## src/rtl/brResolve_pkg.sv

```systemverilog
`timescale 1ns/1ps
package brResolve_pkg;

  localparam int INSN_W = 24;
  localparam int CONST_W = 32;

  typedef enum logic [1:0] {
    SRC_ZERO,
    SRC_STAB,
    SRC_UTAB,
    SRC_REG
  } srcSel_e;

  typedef enum logic [2:0] {
    K_EQ,
    K_LT,
    K_LTU,
    K_NONE,
    K_ALL,
    K_BIT
  } cmpKind_e;

  typedef struct packed {
    logic     capture;
    logic     illegal;
    srcSel_e  src;
    cmpKind_e kind;
    logic     invert;
    logic     wideOff;
    logic     bitFromReg;
  } ctrl_t;

  function automatic logic [CONST_W-1:0] signedConst(input logic [3:0] idx);
    case (idx)
      4'd0:    signedConst = '1;
      4'd9:    signedConst = CONST_W'(10);
      4'd10:   signedConst = CONST_W'(12);
      4'd11:   signedConst = CONST_W'(16);
      4'd12:   signedConst = CONST_W'(32);
      4'd13:   signedConst = CONST_W'(64);
      4'd14:   signedConst = CONST_W'(128);
      4'd15:   signedConst = CONST_W'(256);
      default: signedConst = CONST_W'(idx);
    endcase
  endfunction

  function automatic logic [CONST_W-1:0] unsignedConst(input logic [3:0] idx);
    case (idx)
      4'd0:    unsignedConst = CONST_W'(32768);
      4'd1:    unsignedConst = CONST_W'(65536);
      default: unsignedConst = signedConst(idx);
    endcase
  endfunction

endpackage

```

## src/rtl/brResolve_ctrl.sv

```systemverilog
`timescale 1ns/1ps
module brResolve_ctrl
  import brResolve_pkg::*;
(
  input  logic              clk,
  input  logic              rstN,
  input  logic              inValid,
  input  logic [INSN_W-1:0] insn,
  output ctrl_t             ctrl,
  output logic              outValid
);

  logic [3:0] opField;
  logic [1:0] nField;
  logic [1:0] mField;
  logic [3:0] rField;

  assign opField = insn[3:0];
  assign nField  = insn[5:4];
  assign mField  = insn[7:6];
  assign rField  = insn[15:12];

  always_comb begin
    ctrl            = '0;
    ctrl.capture    = inValid;
    ctrl.illegal    = 1'b1;
    ctrl.src        = SRC_ZERO;
    ctrl.kind       = K_EQ;
    if (opField == 4'd6) begin
      case (nField)
        2'd1: begin
          ctrl.illegal = 1'b0;
          ctrl.src     = SRC_ZERO;
          ctrl.kind    = mField[1] ? K_LT : K_EQ;
          ctrl.invert  = mField[0];
          ctrl.wideOff = 1'b1;
        end
        2'd2: begin
          ctrl.illegal = 1'b0;
          ctrl.src     = SRC_STAB;
          ctrl.kind    = mField[1] ? K_LT : K_EQ;
          ctrl.invert  = mField[0];
        end
        2'd3: begin
          if (mField[1]) begin
            ctrl.illegal = 1'b0;
            ctrl.src     = SRC_UTAB;
            ctrl.kind    = K_LTU;
            ctrl.invert  = mField[0];
          end
        end
        default: ctrl.illegal = 1'b1;
      endcase
    end else if (opField == 4'd7) begin
      ctrl.illegal = 1'b0;
      ctrl.src     = SRC_REG;
      ctrl.invert  = rField[3];
      case (rField[2:0])
        3'd0: ctrl.kind = K_NONE;
        3'd1: ctrl.kind = K_EQ;
        3'd2: ctrl.kind = K_LT;
        3'd3: ctrl.kind = K_LTU;
        3'd4: ctrl.kind = K_ALL;
        3'd5: begin
          ctrl.kind       = K_BIT;
          ctrl.bitFromReg = 1'b1;
        end
        default: ctrl.kind = K_BIT;
      endcase
    end
  end

  always_ff @(posedge clk or negedge rstN) begin
    if (!rstN) outValid <= 1'b0;
    else       outValid <= inValid;
  end

endmodule

```

## src/rtl/brResolve_dp.sv

```systemverilog
`timescale 1ns/1ps
module brResolve_dp
  import brResolve_pkg::*;
#(
  parameter int ADDR_W = 32,
  parameter int DATA_W = 32
) (
  input  logic              clk,
  input  logic              rstN,
  input  ctrl_t             ctrl,
  input  logic [3:0]        tabIdx,
  input  logic [4:0]        bitImm,
  input  logic [7:0]        imm8,
  input  logic [11:0]       imm12,
  input  logic [DATA_W-1:0] opS,
  input  logic [DATA_W-1:0] opT,
  input  logic [ADDR_W-1:0] pc,
  output logic              taken,
  output logic [ADDR_W-1:0] nextPc,
  output logic              illegal
);

  localparam int IDX_W = $clog2(DATA_W);

  logic [DATA_W-1:0] opB;
  logic [DATA_W-1:0] andV;
  logic [IDX_W-1:0]  bitIdx;
  logic              rawCond;
  logic              takenD;
  logic [ADDR_W-1:0] offset;
  logic [ADDR_W-1:0] target;
  logic [ADDR_W-1:0] fallThru;
  logic [ADDR_W-1:0] nextD;

  always_comb begin
    case (ctrl.src)
      SRC_STAB: opB = DATA_W'(signed'(signedConst(tabIdx)));
      SRC_UTAB: opB = DATA_W'(unsignedConst(tabIdx));
      SRC_REG:  opB = opT;
      default:  opB = '0;
    endcase
  end

  assign andV   = opS & opT;
  assign bitIdx = ctrl.bitFromReg ? opT[IDX_W-1:0] : IDX_W'(bitImm);

  always_comb begin
    case (ctrl.kind)
      K_EQ:    rawCond = (opS == opB);
      K_LT:    rawCond = ($signed(opS) < $signed(opB));
      K_LTU:   rawCond = (opS < opB);
      K_NONE:  rawCond = (andV == '0);
      K_ALL:   rawCond = (andV == opT);
      K_BIT:   rawCond = ~opS[bitIdx];
      default: rawCond = 1'b0;
    endcase
  end

  assign takenD   = (rawCond ^ ctrl.invert) & ~ctrl.illegal;
  assign offset   = ctrl.wideOff ? {{(ADDR_W-12){imm12[11]}}, imm12}
                                 : {{(ADDR_W-8){imm8[7]}}, imm8};
  assign target   = pc + ADDR_W'(4) + offset;
  assign fallThru = pc + ADDR_W'(3);
  assign nextD    = takenD ? target : fallThru;

  always_ff @(posedge clk or negedge rstN) begin
    if (!rstN) begin
      taken   <= 1'b0;
      nextPc  <= '0;
      illegal <= 1'b0;
    end else if (ctrl.capture) begin
      taken   <= takenD;
      nextPc  <= nextD;
      illegal <= ctrl.illegal;
    end
  end

endmodule

```

## src/rtl/brResolve.sv

```systemverilog
`timescale 1ns/1ps
module brResolve
  import brResolve_pkg::*;
#(
  parameter int ADDR_W = 32,
  parameter int DATA_W = 32
) (
  input  logic              clk,
  input  logic              rstN,
  input  logic              inValid,
  input  logic [23:0]       insn,
  input  logic [DATA_W-1:0] opS,
  input  logic [DATA_W-1:0] opT,
  input  logic [ADDR_W-1:0] pc,
  output logic              outValid,
  output logic              taken,
  output logic [ADDR_W-1:0] nextPc,
  output logic              illegal
);

  ctrl_t ctrl;

  brResolve_ctrl uCtrl (
    .clk      (clk),
    .rstN     (rstN),
    .inValid  (inValid),
    .insn     (insn),
    .ctrl     (ctrl),
    .outValid (outValid)
  );

  brResolve_dp #(
    .ADDR_W (ADDR_W),
    .DATA_W (DATA_W)
  ) uDp (
    .clk     (clk),
    .rstN    (rstN),
    .ctrl    (ctrl),
    .tabIdx  (insn[15:12]),
    .bitImm  ({insn[12], insn[7:4]}),
    .imm8    (insn[23:16]),
    .imm12   (insn[23:12]),
    .opS     (opS),
    .opT     (opT),
    .pc      (pc),
    .taken   (taken),
    .nextPc  (nextPc),
    .illegal (illegal)
  );

endmodule

```

## config.mk

```make
export PLATFORM = sky130hd
export DESIGN_NAME = brResolve
export DESIGN_NICKNAME = d
export VERILOG_FILES = /design/src/rtl/brResolve_pkg.sv /design/src/rtl/brResolve_ctrl.sv /design/src/rtl/brResolve_dp.sv /design/src/rtl/brResolve.sv
export SDC_FILE = /design/constraint.sdc
export NUM_CORES = 1
export LEC_CHECK = 0
export ABC_AREA = 1
export BUFFER_PORTS_ARGS = -buffer_cell sky130_fd_sc_hd__buf_2
export CAP_MARGIN = 20
export CORE_MARGIN = 1.5
export CORE_UTILIZATION = 24
export DETAILED_ROUTE_END_ITERATION = 12
export GPL_ROUTABILITY_DRIVEN = 0
export SLEW_MARGIN = 20
export SYNTH_ARGS = -nofsm -noshare
export SYNTH_HDL_FRONTEND = slang
export SYNTH_SLANG_ARGS = --single-unit
```

## constraint.sdc

```tcl
create_clock -name clk -period 1.5 [get_ports clk]
set_clock_uncertainty 0.2 [all_clocks]
set_input_delay 0.075 -clock clk [delete_from_list [all_inputs] [get_ports clk]]
set_output_delay 0.075 -clock clk [all_outputs]
set_load 0.03 [all_outputs]
```

==> results.yml <==
synth:
  ys_warn_count: 0
  yosys-top-cells-area: "ha_1, nand2_1, dfrtp_1"
  ys_seq_elements: 35
  synth_top_area_share_pct: 18.05
  synthesis.nets: 1320
  ys_types: 44
  netlist_instances: 1098
  synth-edff-count: 0
  synth_top_area_cell: "ha_1"
  ys_seq_area_share_pct: 12.89
  yosysMostFrequentCell: "nand2_1"
  synth_area_um2: 6793
  synthArstFlopShare_pct: 100.0
  syn_area_per_cell_um2: 6.186
  synthTopCellsByCount: "nand2_1, inv_1, nand3_1"
  ys.flop_type: "dfrtp_1"
drt:
  via_per_inst: 4.662
  wl_per_cell_um: 13.65
  drt_pre_antenna_iters: 5
  wl_mm: 25.75
  antenna_left: 0
  drc_errors: 0
  drt_iter0_markers: 598
  vias: 8793
setup_path:
  r2r-end: "uDp.nextPc[30]"
  setup.worst_path.end_class: "flip-flop"
  worstRegToRegCells: 2
  criticalPathCategory: "primary input to flip-flop"
  regToRegSetupSlack_ns: 0.63
  required_ns: 1.47
  cp_data_arrival_time_ns: 3.49
  start_kind: "primary input"
  crit_top_cell: "nand2_2"
  r2r-start: "uDp.nextPc[30]"
  crit_slowest_cell: "nor4_4"
  path_max_fanout: 23
  critPathMaxStageDelay_ns: 0.35
global_route:
  grt_max_degree: 37
  antenna_found_initial: 7
  globalRouteTotalUtil_pct: 17.36
  grt_pass1_vias: 8571
  grt_pass1_wl_mm: 41.14
  grt_overflow: 0
worst_hold_path:
  worstHoldStart: "pc[0]"
  hp-class: "primary input to flip-flop"
  worstHoldEndpoint: "uDp.nextPc[0]"
  hold_depth: 5
placement:
  dpl_worst_slack_ns: -2.540
  io_buffers: 153
  postPlaceCellArea_um2: 10050
  dp_hpwl_mm: 21.62
timing:
  worst_slew_pin_slew_ns: 0.4382
  worst_slack_ns: -2.020
  period_share_pct: 234.7
  max_slew_margin_pct: 70.79
  final_hold_viol_count: 0
  drv_slew: 0
  setup_viol: 33
  rsz0062_at_grt: "true"
  min_period_ns: 3.520
  fmax_mhz: 284.1
floorplan:
  dieArea_um2: 29320
  io_pins: 158
  die_x_um: 171.2
  core_area_um2: 27780
  num_rows: 61
  die_h_um: 171.2
  initial_core_util_pct: 24.45
finish:
  drive_gt1_share_pct: 34.22
  num_antenna_cells: 0
  multiInputGateArea_um2: 5534
  fillers: 3024
  register_area_um2: 875.8
  final_area_um2: 10610
  syn2layout_area_growth_pct: 56.18
  fin_nets: 1729
  post-route-util_pct: 38.19
run:
  maxCapViolCount: 0
clock_tree:
  cts_made_buffers: 5
  clockBufferDepth: 2
  clk_pin_slew_ns: 0.05
  clockRootBuffer: "clkbuf_16"
  cts_sinks: 35
  cts.htree.levels: 2
  insertion_delay_ns: 0.28
  cts_tree: "yes"
outcome:
  violations: "setup timing"
  outcome: "finished with violations"
pwr:
  ir_drop_v: 0.0003599
  leakage_uw: 0.005668
  power.density_nw_per_um2: 496.4
state kept, by name, summed over array words and instances (netlist names):
register        flops
uDp.nextPc         32
uDp.illegal         1
uDp.taken           1
uCtrl.outValid      1
metrics by stage:
stage | instances | setup TNS, ns | hold slack [ns] | total power [µW]
6_report | 1886 | -65.46 | 0.007662 | 5266
5_1_grt | 1886 | -75.02 | 0.05810 | 5669
4_1_cts | 1880 | -59.66 | 0.02143 | 5255
3_5_place_dp | 1861 | -82.30 | -0.06902 | 4199
3_3_place_gp | 1861 | -79.95 | -0.07089 | 4161
2_1_floorplan | 1098 | -56.38 | -0.4206 | 2678
cell families (layout without fill, tap and decap cells):
logic type | count (synthesis) | in the layout | synth area share (%)
AO/OA/AOI/OAI | 189 | 189 | 16.04
adder cells (fa/ha/maj) | 99 | 99 | 18.35
XOR/XNOR | 59 | 59 | 7.607
buffers and inverters | 177 | 586 | 10.43
AND/OR/NAND/NOR | 537 | 538 | 34.35
multiplexers | 2 | 2 | 0.3315
flip-flops | 35 | 35 | 12.89
layer usage:
layer	wire length (µm)	track usage, %	share of wire (%)	vias to the layer above
met2	11870	30.29	46	315
met5	26	0	0.10	-
met1	11690	23.11	45	3932
met4	362	3.127	1.4	4
li1	-	-	-	4501
met3	1802	1.979	7.0	41
cell type report:
class	instances	area share, %
timing repair buffer	427	28.23
clock inverter	1	0.04718
clock buffer	7	1.250
tap	378	4.458
multi-input combinational	887	52.16
inverter	151	5.590
sequential	35	8.256
where the power goes:
| group | leakage, µW | internal [µW] | switching (µW) |
|---|---|---|---|
| Clock | 0.0000679 | 613 | 374 |
| Combinational | 0.00517 | 1470 | 1720 |
| Sequential | 0.000426 | 1030 | 56.7 |
what timing repair did:
action,in CTS,in global routing
pin swaps,13,20
endpoints found under the hold margin,35,0
endpoints found under the setup margin,33,33
hold buffers,1,0
cloned,2,3
buffers inserted,8,3
gates resized for setup,35,23
worst max-delay path, delay by kind of cell:
family                   cells  cell delay (ns)
AND/OR/NAND/NOR             22             2.42
buffers and inverters        6             0.56
adder cells (fa/ha/maj)      1             0.28
AO/OA/AOI/OAI                1             0.12
worst max-delay path by stage:
| stage | from | end | slack (ns) | depth (start not counted) |
|---|---|---|---|---|
| 5_1_grt | insn[3] | uDp.nextPc[2] | -2.29 | 30 |
| 2_1_floorplan | insn[4] | uDp.nextPc[31] | -1.72 | 29 |
| 6_report | insn[3] | uDp.nextPc[12] | -2.02 | 30 |
| 4_1_cts | insn[3] | uDp.nextPc[8] | -1.84 | 30 |
| 3_3_place_gp | insn[4] | uDp.nextPc[4] | -2.48 | 28 |
| 3_5_place_dp | insn[4] | uDp.nextPc[0] | -2.54 | 28 |
placed cells by master (no fill, tap or decap), types with 4 or more instances in the layout:
cell type,count
nand2_1,293
xnor2_1,19
ha_1,90
o21ai_1,11
nor4_1,4
o21ai_2,7
o221ai_1,4
nand2_2,16
nor3_1,17
nor3_2,4
a21oi_2,6
ha_4,7
buf_12,7
o211ai_1,4
nand3_2,4
nand3_1,102
clkbuf_16,7
inv_1,135
nor2_2,4
buf_6,4
nor2_1,51
o21a_1,4
dfrtp_1,35
nor2_4,7
inv_2,11
o22ai_1,15
a21oi_1,59
o21ai_0,51
buf_4,260
nand4_1,18
a31oi_1,4
buf_2,151
xor2_1,40
a22o_1,5
nand3b_1,11
No activity file was read; power rests on OpenSTA's default activity.
